<file path="src/rtl/mosum_pkg.sv">
package mosum_pkg;

    // Width of an exact total of k unsigned n-bit words.
    function automatic int total_w(input int k, input int n);
        return n + $clog2(k);
    endfunction

    // Number of carry-save stages; at least one slot so arrays stay legal.
    function automatic int stage_cnt(input int k);
        return (k > 2) ? k - 2 : 1;
    endfunction

endpackage

</file>
<file path="src/rtl/fa_row.sv">
module fa_row #(
    parameter int W  = 6,
    parameter int CW = 5
) (
    input  logic [W-1:0]  x_i,
    input  logic [W-1:0]  y_i,
    input  logic [W-1:0]  z_i,
    output logic [W-1:0]  s_o,
    output logic [CW-1:0] co_o
);
    // One full adder per column; only the low CW columns need a carry,
    // since a carry out of the top column would fall off the result.
    for (genvar b = 0; b < W; b++) begin : g_col
        assign s_o[b] = x_i[b] ^ y_i[b] ^ z_i[b];
        if (b < CW) begin : g_cy
            assign co_o[b] = (x_i[b] & y_i[b]) | (x_i[b] & z_i[b]) | (y_i[b] & z_i[b]);
        end
    end
endmodule

</file>
<file path="src/rtl/csa_stage.sv">
module csa_stage #(
    parameter int W = 6
) (
    input  logic [W-1:0] x_i,
    input  logic [W-1:0] y_i,
    input  logic [W-1:0] z_i,
    output logic [W-1:0] s_o,
    output logic [W-1:0] c_o
);
    logic [W-2:0] co_d;

    fa_row #(.W(W), .CW(W-1)) u_row (
        .x_i (x_i),
        .y_i (y_i),
        .z_i (z_i),
        .s_o (s_o),
        .co_o(co_d)
    );

    // Carries weigh twice their column: move them up one position.
    assign c_o = {co_d, 1'b0};
endmodule

</file>
<file path="src/rtl/rc_adder.sv">
module rc_adder #(
    parameter int W = 6
) (
    input  logic [W-1:0] a_i,
    input  logic [W-1:0] b_i,
    output logic [W-1:0] sum_o
);
    logic [W-1:0] cy_d;

    assign cy_d[0] = 1'b0;

    for (genvar b = 0; b < W; b++) begin : g_bit
        assign sum_o[b] = a_i[b] ^ b_i[b] ^ cy_d[b];
        if (b < W - 1) begin : g_next
            assign cy_d[b+1] = (a_i[b] & b_i[b]) | (a_i[b] & cy_d[b]) | (b_i[b] & cy_d[b]);
        end
    end
endmodule

</file>
<file path="src/rtl/mosum_top.sv">
module mosum_top #(
    parameter int K = 4,
    parameter int N = 4,
    localparam int OUT_W = mosum_pkg::total_w(K, N)
) (
    input  logic [K*N-1:0]   ops_i,
    output logic [OUT_W-1:0] sum_o
);
    localparam int NST = mosum_pkg::stage_cnt(K);

    // Operands zero-extended to the result width.
    logic [OUT_W-1:0] opw_d [K];

    for (genvar j = 0; j < K; j++) begin : g_opnd
        assign opw_d[j] = OUT_W'(ops_i[j*N +: N]);
    end

    // Flat copies of each stage's vectors, for observation only.
    logic [NST*OUT_W-1:0] st_x;
    logic [NST*OUT_W-1:0] st_y;
    logic [NST*OUT_W-1:0] st_z;
    logic [NST*OUT_W-1:0] st_s;
    logic [NST*OUT_W-1:0] st_c;

    logic [OUT_W-1:0] cpa_a_d;
    logic [OUT_W-1:0] cpa_b_d;

    if (K == 2) begin : g_pair
        assign st_x    = '0;
        assign st_y    = '0;
        assign st_z    = '0;
        assign st_s    = '0;
        assign st_c    = '0;
        assign cpa_a_d = opw_d[0];
        assign cpa_b_d = opw_d[1];
    end else begin : g_chain
        for (genvar i = 0; i < NST; i++) begin : g_stage
            logic [OUT_W-1:0] x_d;
            logic [OUT_W-1:0] y_d;
            logic [OUT_W-1:0] z_d;
            logic [OUT_W-1:0] s_d;
            logic [OUT_W-1:0] c_d;

            if (i == 0) begin : g_first
                assign x_d = opw_d[0];
                assign y_d = opw_d[1];
            end else begin : g_next
                assign x_d = g_stage[i-1].s_d;
                assign y_d = g_stage[i-1].c_d;
            end
            assign z_d = opw_d[i+2];

            csa_stage #(.W(OUT_W)) u_csa (
                .x_i(x_d),
                .y_i(y_d),
                .z_i(z_d),
                .s_o(s_d),
                .c_o(c_d)
            );

            assign st_x[i*OUT_W +: OUT_W] = x_d;
            assign st_y[i*OUT_W +: OUT_W] = y_d;
            assign st_z[i*OUT_W +: OUT_W] = z_d;
            assign st_s[i*OUT_W +: OUT_W] = s_d;
            assign st_c[i*OUT_W +: OUT_W] = c_d;
        end
        assign cpa_a_d = g_stage[NST-1].s_d;
        assign cpa_b_d = g_stage[NST-1].c_d;
    end

    rc_adder #(.W(OUT_W)) u_cpa (
        .a_i  (cpa_a_d),
        .b_i  (cpa_b_d),
        .sum_o(sum_o)
    );
endmodule

</file>
<file path="config.mk">
export PLATFORM = sky130hd
export DESIGN_NAME = mosum_top
export DESIGN_NICKNAME = d
export VERILOG_FILES = /design/src/rtl/mosum_pkg.sv /design/src/rtl/fa_row.sv /design/src/rtl/csa_stage.sv /design/src/rtl/rc_adder.sv /design/src/rtl/mosum_top.sv
export SDC_FILE = /design/constraint.sdc
export NUM_CORES = 1
export LEC_CHECK = 0
export BUFFER_PORTS_ARGS = -buffer_cell sky130_fd_sc_hd__buf_4
export CAP_MARGIN = 20
export CELL_PAD_IN_SITES_DETAIL_PLACEMENT = 0
export CELL_PAD_IN_SITES_GLOBAL_PLACEMENT = 1
export CORE_AREA = 2 2 39 41
export DETAILED_ROUTE_END_ITERATION = 6
export DIE_AREA = 0 0 41 43
export PLACE_DENSITY_LB_ADDON = 0.1
export SLEW_MARGIN = 40
export SYNTH_ARGS = -nofsm -noshare
export SYNTH_HDL_FRONTEND = slang
export SYNTH_SLANG_ARGS = --single-unit
</file>
<file path="constraint.sdc">
create_clock -name vclk -period 4.4
set_input_delay 0.66 -clock vclk [all_inputs]
set_output_delay 0.66 -clock vclk [all_outputs]
set_load 0.005 [all_outputs]
</file>
# After elaboration in Yosys (flattened, before gate mapping)
# Cells that the tools add are included.
[op_classes]
bitwise_logic = 74
[ops]
columns = ["op", "n"]
rows = [
  ["bitwise AND 1 bit", 32],
  ["XOR 1 bit", 22],
  ["OR 1 bit", 20],
]
[totals]
ff_bits = 0
in_bits = 16
out_inout_bits = 6

# Depth between registers and ports, before layout
[logic_depth]
depth_word = 15
ltp_mapped = 10
ltp_nobuf = 10

# Hierarchy
# Synthesis repeated with hierarchy kept, for this count alone.
[unflattened]
hier_cells = 23
hier_area_um2 = 390.4
[by_module_without_submodules]
columns = ["mod", "area_each_um2", "seq_area_each_um2", "cells_per_inst", "instances"]
rows = [
  ["fa_row", 123.9, 0.0, 6, 2],
  ["rc_adder", 116.4, 0.0, 6, 1],
  ["csa_stage", 11.3, 0.0, 2, 2],
  ["mosum_top", 3.8, 0.0, 1, 1],
]

# Least setup slack after synthesis
# No wires, ideal clock.
[synth_timing]
path_kind = "input-to-output"
startpoint = "input ops_i[1]"
endpoint = "output sum_o[4]"
slack_ps = 711
path_stages = 10
required_ps = 3740
path_buffers = 0
arrival_time_ps = 3029
path_cell_list = "fa_1 -> inv_1 -> fa_1 -> inv_1 -> ha_1 -> fa_1 -> inv_1 -> fa_1 -> inv_1 -> fa_1"
[synth_via]
elab_chain_len = 12
elab_cells_between_ends = 30
cone_classes = "bitwise (30)"
[synth_lines]
columns = ["item", "line_no", "source"]
rows = [
  ["start, declared", "mosum_top.sv:6", "input logic [K*N-1:0] ops_i,"],
  ["bitwise AND 1 bit / XOR 1 bit (equally long branches)", "fa_row.sv:16, fa_row.sv:14", ""],
  ["OR 1 bit / XOR 1 bit (equally long branches)", "fa_row.sv:16, fa_row.sv:14", ""],
  ["OR 1 bit, or another cell as far along", "fa_row.sv:16", "assign co_o[b] = (x_i[b] & y_i[b]) | (x_i[b] & z_i[b]) | (y_i[b] & z_i[b]);"],
  ["XOR 1 bit / OR 1 bit (equally long branches)", "fa_row.sv:14, fa_row.sv:16", ""],
  ["XOR 1 bit, or another cell as far along", "fa_row.sv:14", "assign s_o[b] = x_i[b] ^ y_i[b] ^ z_i[b];"],
  ["bitwise AND 1 bit", "rc_adder.sv:15", "assign cy_d[b+1] = (a_i[b] & b_i[b]) | (a_i[b] & cy_d[b]) | (b_i[b] & cy_d[b]);"],
  ["OR 1 bit (2 in a row)", "rc_adder.sv:15", ""],
  ["bitwise AND 1 bit", "rc_adder.sv:15", ""],
  ["OR 1 bit", "rc_adder.sv:15", ""],
  ["OR 1 bit *", "rc_adder.sv:15", ""],
  ["XOR 1 bit *", "rc_adder.sv:13", "assign sum_o[b] = a_i[b] ^ b_i[b] ^ cy_d[b];"],
  ["end, declared", "mosum_top.sv:7", "output logic [OUT_W-1:0] sum_o"],
]
# Mark *: on every way between the ends. The rest lies on a longest branch, timed or not.

# Final worst setup path
# Ends and elaborated chain as after synthesis.

==> impl_results.md <==
* Worst Setup Slack, final at about 0.44 ns
* Global-route wire length before repair at 966 microns
* Cell Pwr Density at 211.2 nW/um^2
* Final setup violating endpoints at 0
* Antenna violations before repair at 0
* Yosys top cell area share at around two thirds
* Period utilisation layout at 90.03%
* Most frequent cell after synthesis: inv_1
* RSZ-0062 raised after global routing: false
* Via count at 252
* Number of antenna repair diodes at 0
* Hold crit path type: in2out
* Count of warnings emitted by yosys at 0
* Die footprint at 1763 sq um
* Count of buffers inserted at the top-level ports at 22
* FF+latch area at 0 sq um
* Maximum fanout count along the critical path at 1
* Max Clk Rate at between 200 and 300 MHz
* Headroom to the max-slew limit at 93.19%
* Cell variety after synth at 3
* Total gr overflow at 0
* Status: finished clean
* Critical Path End Type: output port
* Placer's final routability congestion estimate at 0.5214
* Postcts setup bufs at 0
* Routed length per instance at 7.217 microns
* Synth Area per Inst at 9.566 sq um
* Final wirelength at 498 microns
* Met1 wire length at 134 microns
* Transition at the pin with the smallest max-transition slack at between 0.1 and 0.15 ns
* Post-synthesis mux area share at 0%
* Standard cell core area at 1384 sq um
* Top Layer Used: met3
* Cell types occupying the most area after synthesis: fa_1 (68%), inv_1 (24%), ha_1 (8.4%)
* Violation count after the first detailed-routing iteration at 0
* Gate Count Post-Synth at 31
* Count of non-filler cells in the finished layout at 69
* Die W at slightly above 40 microns
* Fraction of final layout cells with drive strength greater than 1 at around 42%
* Main combinational cell family by area after synthesis: adder cells
* Total met2 wirelength after detailed routing at 305 microns
* Critical setup path kind: in2out
* Simple-gate share of the synthesized area at 0%
* Nets in the synthesized netlist at between 50 and 60
* Highest ir drop seen on vdd at 79.39 uV
* Pre-CTS worst setup slack at just over 0.4 ns
* Worst hold slack at 1.613 ns
* Clock buffer count at 0
* Req. time, crit path at 3.74 ns
* Complex-gate fraction of the synthesized area at 0%
* Crit path arrival time at 3.30 ns
* Hold buffers post-CTS at 0
* Ports at 22
* Vert. Die Dim at around 43 microns
* First-pass detailed-route iteration total at 1
* Vias per Instance at 3.652
* Flip-flop and latch count at 0
* Initial Utilization at 21.43%
* Sum of net half-perimeters after detailed placement at 531.4 microns
* Top cell type by total area after synthesis: fa_1
* Total Routing Usage GR at 7.497%
* Maximum number of pins on one net before global-route repair at 2
* Startpoint Class: input port
* Top post-synthesis cells by count: inv_1 (19), fa_1 (10), ha_1 (2)
* MaxCap Viol Count at 0
* Adder-cell share of the synthesized area at 75.95%
* Final critical path time including I/O delays and setup at about 4 ns
* Antenna Nets Post-Route at 0
* Post-synthesis xor/xnor area fraction at 0%
* Via count of the first global-routing pass at 268
* Met3 wire length at slightly below 60 microns
* Number of endpoints with negative hold slack in the final report at 0
* Seq/Total Area, Yosys at 0%
* Cts repair resizes at 0
* Final-report max-slew violation count at 0
* Total standard cell area after synthesis at 296.5 sq um
* Total negative slack for setup checks at 0 ns
* Cell count after placement at 69
* Count of standard-cell rows at 14
* Static leakage at 0.0002961 uW
* Number of nets in the layout at 83
* # DRC at 0
* Layout-stage area growth over the synthesis result at 62.45%
-- per-stage QoR --
stage	total power, uW	utilization, %	area [sq um]
2_1_floorplan	48.32	-	296.5
3_3_place_gp	103.2	34.81	481.7
3_5_place_dp	106.1	34.81	481.7
4_1_cts	106.7	34.81	481.7
5_1_grt	119.4	34.81	481.7
6_report	101.7	34.81	481.7
-- path summary, 6_finish.rpt --
check	depth (start not counted)	to	start	slack [ns]
worst min-delay path	3	sum_o[0]	ops_i[12]	1.61
worst max-delay path	12	sum_o[4]	ops_i[1]	0.44
-- cells in the final DEF (no fill, tap or decap) --
| master | n |
|---|---|
| fa_1 | 10 |
| ha_1 | 2 |
| inv_1 | 19 |
| buf_4 | 22 |
-- metal layers --
metal,global-route usage [%],up-vias
met3,0,0
met4,0,0
met5,0,-
met2,15.31,10
li1,-,120
met1,8.278,122
-- area by class of cell --
cell class | instances | area (sq um)
fill | 166 | 902.1
multi-input combinational | 12 | 225.2
timing repair buffer | 22 | 165.2
inverter | 19 | 71.32
tap | 16 | 20.02
-- where the power goes --
| part | leakage [uW] | internal (uW) | switching (uW) |
|---|---|---|---|
| clock network | 0 | 0 | 0 |
| logic | 0.000296 | 59.2 | 42.5 |
| registers | 0 | 0 | 0 |
| total | 0.000296 | 59.2 | 42.5 |
-- kinds of logic (layout without fill, tap and decap cells) --
logic type / count (synthesis) / count (layout)
adders and majority gates: 12 / 12
buffers and inverters: 19 / 41
-- critical path, stage by stage --
cell and delay [ns]:
buf_4 0.11, fa_1 0.53, inv_1 0.05, fa_1 0.49, inv_1 0.04, ha_1 0.19
fa_1 0.36, inv_1 0.07, fa_1 0.15, inv_1 0.05, fa_1 0.48, buf_4 0.11
Power figures use the tool's default switching activity.
